==> config.mk <==
export PLATFORM = sky130hd
export DESIGN_NAME = ir_tx_buffer
export DESIGN_NICKNAME = d
export VERILOG_FILES = /design/src/rtl/ir_tx_pkg.sv /design/src/rtl/ir_baud_tick.sv /design/src/rtl/ir_uart_rx.sv /design/src/rtl/ir_char_fifo.sv /design/src/rtl/ir_bit_serializer.sv /design/src/rtl/ir_tx_buffer.sv
export SDC_FILE = /design/constraint.sdc
export NUM_CORES = 1
export LEC_CHECK = 0
export BUFFER_PORTS_ARGS = -buffer_cell sky130_fd_sc_hd__buf_2
export CORE_MARGIN = 1.5
export CORE_UTILIZATION = 62
export DETAILED_ROUTE_END_ITERATION = 6
export PLACE_DENSITY = 0.8
export SLEW_MARGIN = 20
export SYNTH_ARGS = -nofsm -noshare
export SYNTH_HDL_FRONTEND = slang
export SYNTH_HIERARCHICAL = 1
export SYNTH_SLANG_ARGS = --single-unit
==> constraint.sdc <==
create_clock -name clk -period 5.88 [get_ports clk]
set_input_delay 0.882 -clock clk [delete_from_list [all_inputs] [get_ports clk]]
set_output_delay 0.882 -clock clk [all_outputs]
set_load 0.01 [all_outputs]
==> src/rtl/ir_tx_pkg.sv <==
package ir_tx_pkg;

  typedef enum logic [2:0] {
    RX_IDLE,
    RX_START,
    RX_DATA,
    RX_STOP,
    RX_BREAK
  } rx_state_e;

endpackage

==> src/rtl/ir_baud_tick.sv <==
module ir_baud_tick #(
  parameter int DIV_W = 16
) (
  input  logic             clk,
  input  logic             rst_n,
  input  logic [DIV_W-1:0] div,
  output logic             tick
);

  logic [DIV_W-1:0] cnt;
  logic [DIV_W:0]   cnt_next;

  assign cnt_next = {1'b0, cnt} + 1'b1;
  // a divide value of zero behaves like one: tick every clock
  assign tick = (cnt_next >= {1'b0, div});

  always_ff @(posedge clk) begin
    if (!rst_n) begin
      cnt <= '0;
    end else if (tick) begin
      cnt <= '0;
    end else begin
      cnt <= cnt_next[DIV_W-1:0];
    end
  end

endmodule

==> src/rtl/ir_uart_rx.sv <==
module ir_uart_rx
  import ir_tx_pkg::*;
#(
  parameter int DATA_W      = 8,
  parameter int OS          = 16,
  parameter int DIV_W       = 16,
  parameter int SYNC_STAGES = 2
) (
  input  logic              clk,
  input  logic              rst_n,
  input  logic              rxd_async,
  input  logic [DIV_W-1:0]  div,
  output logic              char_valid,
  output logic [DATA_W-1:0] char_data
);

  localparam int OS_W  = $clog2(OS);
  localparam int IDX_W = (DATA_W > 1) ? $clog2(DATA_W) : 1;
  localparam logic [OS_W-1:0]  OS_LAST  = OS_W'(OS - 1);
  localparam logic [OS_W-1:0]  OS_HALF  = OS_W'(OS / 2 - 1);
  localparam logic [IDX_W-1:0] BIT_LAST = IDX_W'(DATA_W - 1);

  // metastability chain on the asynchronous line, idle level is high
  logic [SYNC_STAGES-1:0] sync_q;
  genvar gi;
  generate
    for (gi = 0; gi < SYNC_STAGES; gi++) begin : g_sync
      if (gi == 0) begin : g_first
        always_ff @(posedge clk) begin
          if (!rst_n) sync_q[gi] <= 1'b1;
          else        sync_q[gi] <= rxd_async;
        end
      end else begin : g_next
        always_ff @(posedge clk) begin
          if (!rst_n) sync_q[gi] <= 1'b1;
          else        sync_q[gi] <= sync_q[gi-1];
        end
      end
    end
  endgenerate

  logic rxd;
  assign rxd = sync_q[SYNC_STAGES-1];

  logic tick;
  ir_baud_tick #(.DIV_W(DIV_W)) u_tick (
    .clk  (clk),
    .rst_n(rst_n),
    .div  (div),
    .tick (tick)
  );

  rx_state_e         state;
  logic [OS_W-1:0]   os_cnt;
  logic [IDX_W-1:0]  bit_cnt;
  logic [DATA_W-1:0] shreg;

  always_ff @(posedge clk) begin
    if (!rst_n) begin
      state      <= RX_IDLE;
      os_cnt     <= '0;
      bit_cnt    <= '0;
      shreg      <= '0;
      char_valid <= 1'b0;
    end else begin
      char_valid <= 1'b0;
      if (tick) begin
        case (state)
          RX_IDLE: begin
            if (!rxd) begin
              state  <= RX_START;
              os_cnt <= '0;
            end
          end
          RX_START: begin
            if (os_cnt == OS_HALF) begin
              os_cnt  <= '0;
              bit_cnt <= '0;
              state   <= rxd ? RX_IDLE : RX_DATA;
            end else begin
              os_cnt <= os_cnt + 1'b1;
            end
          end
          RX_DATA: begin
            if (os_cnt == OS_LAST) begin
              os_cnt <= '0;
              shreg  <= {rxd, shreg[DATA_W-1:1]};
              if (bit_cnt == BIT_LAST) state <= RX_STOP;
              else                     bit_cnt <= bit_cnt + 1'b1;
            end else begin
              os_cnt <= os_cnt + 1'b1;
            end
          end
          RX_STOP: begin
            if (os_cnt == OS_LAST) begin
              os_cnt <= '0;
              if (rxd) begin
                char_valid <= 1'b1;
                state      <= RX_IDLE;
              end else begin
                state <= RX_BREAK;
              end
            end else begin
              os_cnt <= os_cnt + 1'b1;
            end
          end
          RX_BREAK: begin
            if (rxd) state <= RX_IDLE;
          end
          default: state <= RX_IDLE;
        endcase
      end
    end
  end

  assign char_data = shreg;

endmodule

==> src/rtl/ir_char_fifo.sv <==
module ir_char_fifo #(
  parameter int W = 8,
  parameter int N = 21
) (
  input  logic                   clk,
  input  logic                   rst_n,
  input  logic                   push,
  input  logic [W-1:0]           push_data,
  input  logic                   pop,
  output logic [W-1:0]           head,
  output logic [$clog2(N+1)-1:0] count,
  output logic                   empty,
  output logic                   full
);

  localparam int PTR_W = (N > 1) ? $clog2(N) : 1;
  localparam int CNT_W = $clog2(N + 1);
  localparam logic [PTR_W-1:0] PTR_LAST = PTR_W'(N - 1);
  localparam logic [CNT_W-1:0] CNT_FULL = CNT_W'(N);

  logic [W-1:0]     mem [N];
  logic [PTR_W-1:0] wr_ptr;
  logic [PTR_W-1:0] rd_ptr;
  logic             do_push;
  logic             do_pop;

  assign empty   = (count == '0);
  assign full    = (count == CNT_FULL);
  assign do_push = push && !full;
  assign do_pop  = pop && !empty;
  assign head    = mem[rd_ptr];

  always_ff @(posedge clk) begin
    if (do_push) mem[wr_ptr] <= push_data;
  end

  always_ff @(posedge clk) begin
    if (!rst_n) begin
      wr_ptr <= '0;
      rd_ptr <= '0;
      count  <= '0;
    end else begin
      if (do_push) wr_ptr <= (wr_ptr == PTR_LAST) ? '0 : wr_ptr + 1'b1;
      if (do_pop)  rd_ptr <= (rd_ptr == PTR_LAST) ? '0 : rd_ptr + 1'b1;
      case ({do_push, do_pop})
        2'b10:   count <= count + 1'b1;
        2'b01:   count <= count - 1'b1;
        default: count <= count;
      endcase
    end
  end

endmodule

==> src/rtl/ir_bit_serializer.sv <==
module ir_bit_serializer #(
  parameter int W     = 8,
  parameter int DIV_W = 16
) (
  input  logic             clk,
  input  logic             rst_n,
  input  logic [DIV_W-1:0] div,
  input  logic             src_valid,
  input  logic [W-1:0]     src_data,
  output logic             src_pop,
  output logic             ser_active,
  output logic             ser_bit,
  output logic             char_done
);

  localparam int IDX_W = (W > 1) ? $clog2(W) : 1;
  localparam logic [IDX_W-1:0] IDX_LAST = IDX_W'(W - 1);

  logic [W-1:0]     shreg;
  logic [IDX_W-1:0] idx;
  logic [DIV_W-1:0] tcnt;
  logic [DIV_W:0]   tcnt_next;
  logic             bit_end;

  assign tcnt_next = {1'b0, tcnt} + 1'b1;
  // >= so a smaller divide value written mid-bit ends the bit at once
  assign bit_end   = ser_active && (tcnt_next >= {1'b0, div});
  assign char_done = bit_end && (idx == IDX_LAST);
  assign src_pop   = src_valid && (!ser_active || char_done);
  assign ser_bit   = ser_active && shreg[0];

  always_ff @(posedge clk) begin
    if (!rst_n) begin
      ser_active <= 1'b0;
      shreg      <= '0;
      idx        <= '0;
      tcnt       <= '0;
    end else if (!ser_active) begin
      tcnt <= '0;
      if (src_valid) begin
        shreg      <= src_data;
        idx        <= '0;
        ser_active <= 1'b1;
      end
    end else if (bit_end) begin
      tcnt <= '0;
      if (idx == IDX_LAST) begin
        if (src_valid) begin
          shreg <= src_data;
          idx   <= '0;
        end else begin
          ser_active <= 1'b0;
          shreg      <= '0;
        end
      end else begin
        shreg <= shreg >> 1;
        idx   <= idx + 1'b1;
      end
    end else begin
      tcnt <= tcnt_next[DIV_W-1:0];
    end
  end

endmodule

==> src/rtl/ir_tx_buffer.sv <==
module ir_tx_buffer
  import ir_tx_pkg::*;
#(
  parameter int DATA_W = 8,
  parameter int DEPTH  = 22,
  parameter int OS     = 16,
  parameter int DIV_W  = 16
) (
  input  logic             clk,
  input  logic             rst_n,
  input  logic             txd,
  input  logic [DIV_W-1:0] rx_div,
  input  logic [DIV_W-1:0] bit_div,
  output logic             busy,
  output logic             overflow,
  output logic             ir_valid,
  output logic             ir_data
);

  // one slot lives in the serializer, the rest in the queue
  localparam int FIFO_N = DEPTH - 1;
  localparam int CNT_W  = $clog2(FIFO_N + 1);
  localparam int OCC_W  = $clog2(DEPTH + 1);
  localparam logic [OCC_W-1:0] OCC_FULL = OCC_W'(DEPTH);
  localparam logic [OCC_W-1:0] OCC_WARN = OCC_W'(DEPTH - 1);

  logic              rx_valid;
  logic [DATA_W-1:0] rx_data;
  logic              accept;
  logic              fifo_pop;
  logic [DATA_W-1:0] fifo_head;
  logic [CNT_W-1:0]  fifo_cnt;
  logic              fifo_empty;
  logic              fifo_full;
  logic              ser_active;
  logic              ser_bit;
  logic              char_done;
  logic [OCC_W-1:0]  occ;

  ir_uart_rx #(
    .DATA_W(DATA_W),
    .OS    (OS),
    .DIV_W (DIV_W)
  ) u_rx (
    .clk       (clk),
    .rst_n     (rst_n),
    .rxd_async (txd),
    .div       (rx_div),
    .char_valid(rx_valid),
    .char_data (rx_data)
  );

  assign occ    = OCC_W'(fifo_cnt) + OCC_W'(ser_active);
  assign accept = rx_valid && (occ < OCC_FULL) && !fifo_full;

  ir_char_fifo #(
    .W(DATA_W),
    .N(FIFO_N)
  ) u_fifo (
    .clk      (clk),
    .rst_n    (rst_n),
    .push     (accept),
    .push_data(rx_data),
    .pop      (fifo_pop),
    .head     (fifo_head),
    .count    (fifo_cnt),
    .empty    (fifo_empty),
    .full     (fifo_full)
  );

  ir_bit_serializer #(
    .W    (DATA_W),
    .DIV_W(DIV_W)
  ) u_ser (
    .clk       (clk),
    .rst_n     (rst_n),
    .div       (bit_div),
    .src_valid (!fifo_empty),
    .src_data  (fifo_head),
    .src_pop   (fifo_pop),
    .ser_active(ser_active),
    .ser_bit   (ser_bit),
    .char_done (char_done)
  );

  always_ff @(posedge clk) begin
    if (!rst_n)                   overflow <= 1'b0;
    else if (rx_valid && !accept) overflow <= 1'b1;
  end

  assign busy     = (occ >= OCC_WARN);
  assign ir_valid = ser_active;
  assign ir_data  = ser_bit;

endmodule

==> results of run 1 <==
layout by cell type, fill, tap and decap left out, types with 4 or more instances in the layout:
| cell | count |
|---|---|
| nor2b_2 | 9 |
| nor2b_1 | 37 |
| clkbuf_16 | 26 |
| clkinvlp_4 | 4 |
| a22o_1 | 11 |
| xnor2_1 | 17 |
| nand2b_1 | 9 |
| edfxtp_1 | 168 |
| and3_1 | 11 |
| o2111ai_1 | 8 |
| mux2i_1 | 36 |
| dfxtp_1 | 84 |
| o211ai_1 | 5 |
| a21boi_0 | 4 |
| ha_1 | 51 |
| buf_2 | 38 |
| o21ai_0 | 11 |
| inv_1 | 49 |
| a21oi_1 | 21 |
| a22oi_1 | 11 |
| clkbuf_1 | 5 |
| bufinv_16 | 5 |
| xor2_1 | 22 |
| nor2_2 | 4 |
| mux2_2 | 9 |
| nand3_1 | 33 |
| nand4_1 | 7 |
| mux4_1 | 13 |
| mux4_2 | 19 |
| nand2_1 | 74 |
| nor2_1 | 55 |
critical path: cells and delay by family (launching register included):
kind                     cells  cell delay [ns]
AO/OA/AOI/OAI                5             1.23
buffers and inverters        1             0.11
adder cells (fa/ha/maj)      4             1.09
AND/OR/NAND/NOR              8             1.52
XOR/XNOR                     3             0.35
flip-flops                   1             0.39
cell type report:
cell class	instances	area, µm²
inverter	50	188
tap	234	293
clock buffer	32	683
fill	1232	5660
sequential	254	6770
multi-input combinational	553	4610
clock inverter	16	234
timing repair buffer	41	213
where the power goes:
part / internal [W] / switching, W
Combinational: 0.0000231 / 0.0000297
Sequential: 0.00188 / 0.00000288
Clock: 0.00105 / 0.000682
stage by stage:
stage / area [µm²] / hold WS, ns
floorplan: 11700 / 0.386
global placement: 12100 / 0.389
detailed placement: 12100 / 0.411
CTS: 13000 / 0.426
global route: 13000 / 0.449
finish: 13000 / 0.417
per-layer routing:
metal | global-route usage | up-vias
met5 | 0 | -
met4 | 0.0751 | 0
met3 | 0.0462 | 43
met2 | 0.396 | 230
met1 | 0.316 | 3401
li1 | - | 3358
path summary, 6_finish.rpt:
path / start / endpoint / slack [ns] / depth (start not counted)
worst max register to register: u_ser/tcnt[0] / u_fifo/count[2] / 1.12 / 21
worst max-delay path: u_ser/tcnt[0] / u_fifo/count[2] / 1.12 / 21
worst min register to register: u_rx/sync_q[0] / u_rx/rxd / 0.42 / 1
worst min-delay path: u_rx/sync_q[0] / u_rx/rxd / 0.42 / 1
registers in the layout (all words and copies together) (netlist names), named ones only:
signal	flops
u_fifo/wr_ptr	5
u_ser/shreg	8
u_rx/char_data	8
u_ser/idx	3
u_rx/char_valid	1
u_rx/sync_q	1
u_rx/os_cnt	4
u_fifo/rd_ptr	5
u_ser/tcnt	16
u_fifo/count	5
overflow	1
u_rx/state	3
u_rx/rxd	1
u_fifo/mem	168
u_rx/u_tick/cnt	16
u_ser/ser_active	1
u_rx/bit_cnt	3
==> results.cfg, run 1 <==
[placed_design]
dpl.hpwl_um = 14500
port_buffers = 38
placed_cells = 1132
place_ws_ns = 1.12
gp_congestion = 0.824

[sta]
finalCritPeriodShare = 0.810
rsz0062_at_grt = no
setup_viol = 0
skew_ns = 0.0203
period_needed_ns = 4.76
slew_headroom = 0.314
setup-tns-final_ns = 0
fmax_ghz = 0.210
worst_slack_ns = 1.12
hold_viol = 0
slew_viol_final = 0
tightest_slew_ns = 1.03

[setup_path]
cpPeakStageDelay_ns = 0.55
critical_path_peak_fanout = 9
crit_required_ns = 6.33
cp.arrival_ns = 5.21
cp-start-kind = register
crit_type = register to register
cpMostUsedCell = ha_1
crit_chain = ha_1 > and4_4 > nand4_4 > nand2b_1 > xnor2_1 > ha_1 > nand4_1 > nor4_1 > o21ai_1 > nand4b_4 > nand2_1 > a21boi_0 > o21ai_4 > inv_1 > ha_1 > xor2_1 > ha_1 > a21oi_1 > xor2_1 > or3_1 > a21oi_1
cp_slowest_cell = a21boi_0
cp-end-kind = register

[drt]
first_iter_violations = 471
ant_nets = 0
routed-wl-met2_um = 11200
viasPerCell = 5.96
routedWlPerCell_um = 19.2
drt_drc_violations_left = 0
met1_length_um = 9450
routed.top_layer = met4
vias = 7032
totalWireLength_um = 22600
dr.pass1.iters = 5
route.met3.wl_um = 1430

[clocking]
clk_pin_slew_ns = 0.06
ctsHoldBuffers = 0
clockBufferDepth = 3
cts.repair.resized = 0
clock-sinks = 254
clockRootBuffer = clkbuf_16
cts_buffers = 26
postCtsSetupBuffers = 0
cts_tree = built
insertion_delay_ns = 0.53
h-tree-depth = 1

[global_route]
antenna_found_initial = 0
grt_pass1_wl_um = 36300
grt_start_max_net_pins = 55
grt_pass1_vias = 7001
grt_overflow = 0
grt_use_total = 0.237

[floorplan]
row_count = 50
initial_utilization = 0.629
fp.dieH_um = 141
num_io_pins = 39
coreArea_um2 = 18600
die_area_um2 = 19800
die-width_um = 141

[power]
total_power_w = 0.00367
p_per_area_nw_per_um2 = 283
ir_drop_uv = 255
leakagePower_nw = 4.29

[run_status]
status = finished clean

[flow_run]
max_cap_violations = 0

[layout]
drive_gt1_frac = 0.168
finalNonFillerCells = 1180
finalNetCount = 1012
num_antenna_cells = 0
syn_to_final_growth_pct = 10.7
fin_util = 0.697

[yosys]
synth_cells = 882
ys_warn_count = 6
avgSynthCellArea_um2 = 13.3
syn_area_um2 = 11700
syn-num-nets = 968

[hold_path]
hp-class = register to register
Note: power is estimated with default switching activity, not from simulation.
==> run 2: changes to the inputs <==
==> constraint.sdc (replaced) <==
create_clock -name clk -period 4.9 [get_ports clk]
set_input_delay 0.735 -clock clk [delete_from_list [all_inputs] [get_ports clk]]
set_output_delay 0.735 -clock clk [all_outputs]
set_load 0.01 [all_outputs]
==> results.cfg, run 2 (synthesized netlist as in run 1, its figures left out) <==
[floorplan]
die_area_um2 = 19800
coreArea_um2 = 18600
num_io_pins = 39
die-width_um = 141
row_count = 50
fp.dieH_um = 141
initial_utilization = 0.629

[sta]
fmax_ghz = 0.223
hold_viol = 0
rsz0062_at_grt = no
skew_ns = 0.0142
finalCritPeriodShare = 0.915
slew_headroom = 0.366
period_needed_ns = 4.49
tightest_slew_ns = 0.950
setup-tns-final_ns = 0
slew_viol_final = 0
hold_ws_ns = 0.405
setup_viol = 0

[clocking]
h-tree-depth = 1
ctsHoldBuffers = 0
clockBufferDepth = 3
cts_buffers = 25
cts.repair.resized = 0
clockRootBuffer = clkbuf_16
clk_pin_slew_ns = 0.06
clock-sinks = 254
cts_tree = built
postCtsSetupBuffers = 0
insertion_delay_ns = 0.53

[layout]
final_common_cell = edfxtp_1
finalNonFillerCells = 1179
largest_reg_flops = 168
drive_gt1_frac = 0.159
regMostFlops = u_fifo/mem
layout_common_cells = edfxtp_1 (168), dfxtp_1 (84), nand2_1 (74)
finalNetCount = 1012
syn_to_final_growth_pct = 9.71
stdcell_area_um2 = 12900
num_antenna_cells = 0
top_regs = u_fifo/mem (168), u_rx/u_tick/cnt (16), u_ser/tcnt (16)

[drt]
routed-wl-met2_um = 10900
drt_drc_violations_left = 0
routedWlPerCell_um = 18.7
viasPerCell = 5.98
ant_nets = 0
totalWireLength_um = 22100
routed.top_layer = met4
dr.pass1.iters = 7
vias = 7045
met1_length_um = 9360
first_iter_violations = 403
route.met3.wl_um = 1170

[setup_path]
crit_chain = ha_1 > and4_4 > nand4_4 > nand2b_1 > xnor2_1 > ha_1 > nand4_1 > nor4_1 > o21ai_1 > nand4b_4 > nand2_1 > a21boi_0 > buf_4 > o21ai_4 > inv_1 > ha_1 > xor2_1 > ha_1 > a21oi_1 > xor2_1 > or3_1 > a21oi_1
regToRegSetupSlack_ns = 0.41
critical_path_peak_fanout = 9
crit_required_ns = 5.35
cp.arrival_ns = 4.94
cp-end-kind = register
cp_slowest_cell = dfxtp_1
cp_num_buf_inv = 2
crit_type = register to register
cp-start-kind = register
cpPeakStageDelay_ns = 0.39
path_delay_family = simple AND/OR/NAND/NOR gates
cpMostUsedCell = ha_1

[placed_design]
gp_congestion = 0.805
placed_cells = 1133
placed_area_um2 = 12100
port_buffers = 38
dpl.hpwl_um = 14600

[power]
leakagePower_nw = 4.25
p_per_area_nw_per_um2 = 324
ir_drop_uv = 278

[hold_path]
hp-class = input pin to register

[run_status]
status = finished clean

[global_route]
grt_overflow = 0
grt_pass1_wl_um = 35600
grt_pass1_vias = 7016
grt_start_max_net_pins = 35
antenna_found_initial = 0
grt_use_total = 0.231

[flow_run]
max_cap_violations = 0
[run 2: cell types whose count changed in the layout (fill, tap and decap cells not counted)]
cell	before	now
clkbuf_1	5	11
clkinvlp_4	4	0
bufinv_16	5	2
clkbuf_8	1	3
clkinv_1	1	3
clkinv_2	3	1
buf_4	3	4
clkbuf_16	26	25
clkinv_8	1	0
clkinvlp_2	1	0
[run 2: cell type report]
class | count | area [µm²]
flip-flops and latches | 254 | 6770
well taps | 234 | 293
fillers | 1270 | 5770
clock buffers | 39 | 708
repair buffers | 42 | 220
inverters | 50 | 188
clock inverters | 7 | 90.1
multi-input cells | 553 | 4610
[run 2: worst register-to-register path, delay by kind of cell, from the launching register on]
kind,cells,cell delay [ns]
AOI/OAI and AO/OA,5,0.75
xor gates and xnor gates,3,0.35
adders and majority gates,4,1.09
buffers and inverters,2,0.27
DFF,1,0.39
and+or+nand+nor,8,1.58
[run 2: where the power goes]
part           leakage [nW]  switching (W)  internal (W)
Clock                 0.387       0.000754       0.00110
Combinational          2.01      0.0000354     0.0000277
Sequential             1.85     0.00000332       0.00226
Total                  4.25       0.000793       0.00338
[run 2: stage by stage]
stage / power [W] / utilization / worst slack, ns
after floorplan: 0.00235 / - / 0.541
after global placement: 0.00237 / 0.648 / 0.585
after detailed placement: 0.00237 / 0.648 / 0.439
after CTS: 0.00421 / 0.691 / 0.419
after global routing: 0.00431 / 0.691 / 0.0684
final: 0.00418 / 0.691 / 0.414
[run 2: path summary, 6_finish.rpt]
kind | start | to | cells past startpoint
worst max-delay path | u_ser/tcnt[0] | u_fifo/count[2] | 22
worst min-delay path | txd | u_rx/sync_q[0] | 2
worst max register to register | u_ser/tcnt[0] | u_fifo/count[2] | 22
worst min register to register | u_rx/sync_q[0] | u_rx/rxd | 1
[run 2: metal layers]
metal	track usage	vias up
met2	0.397	202
met3	0.0353	43
met1	0.305	3436
met5	0	-
met4	0.0746	0
li1	-	3364
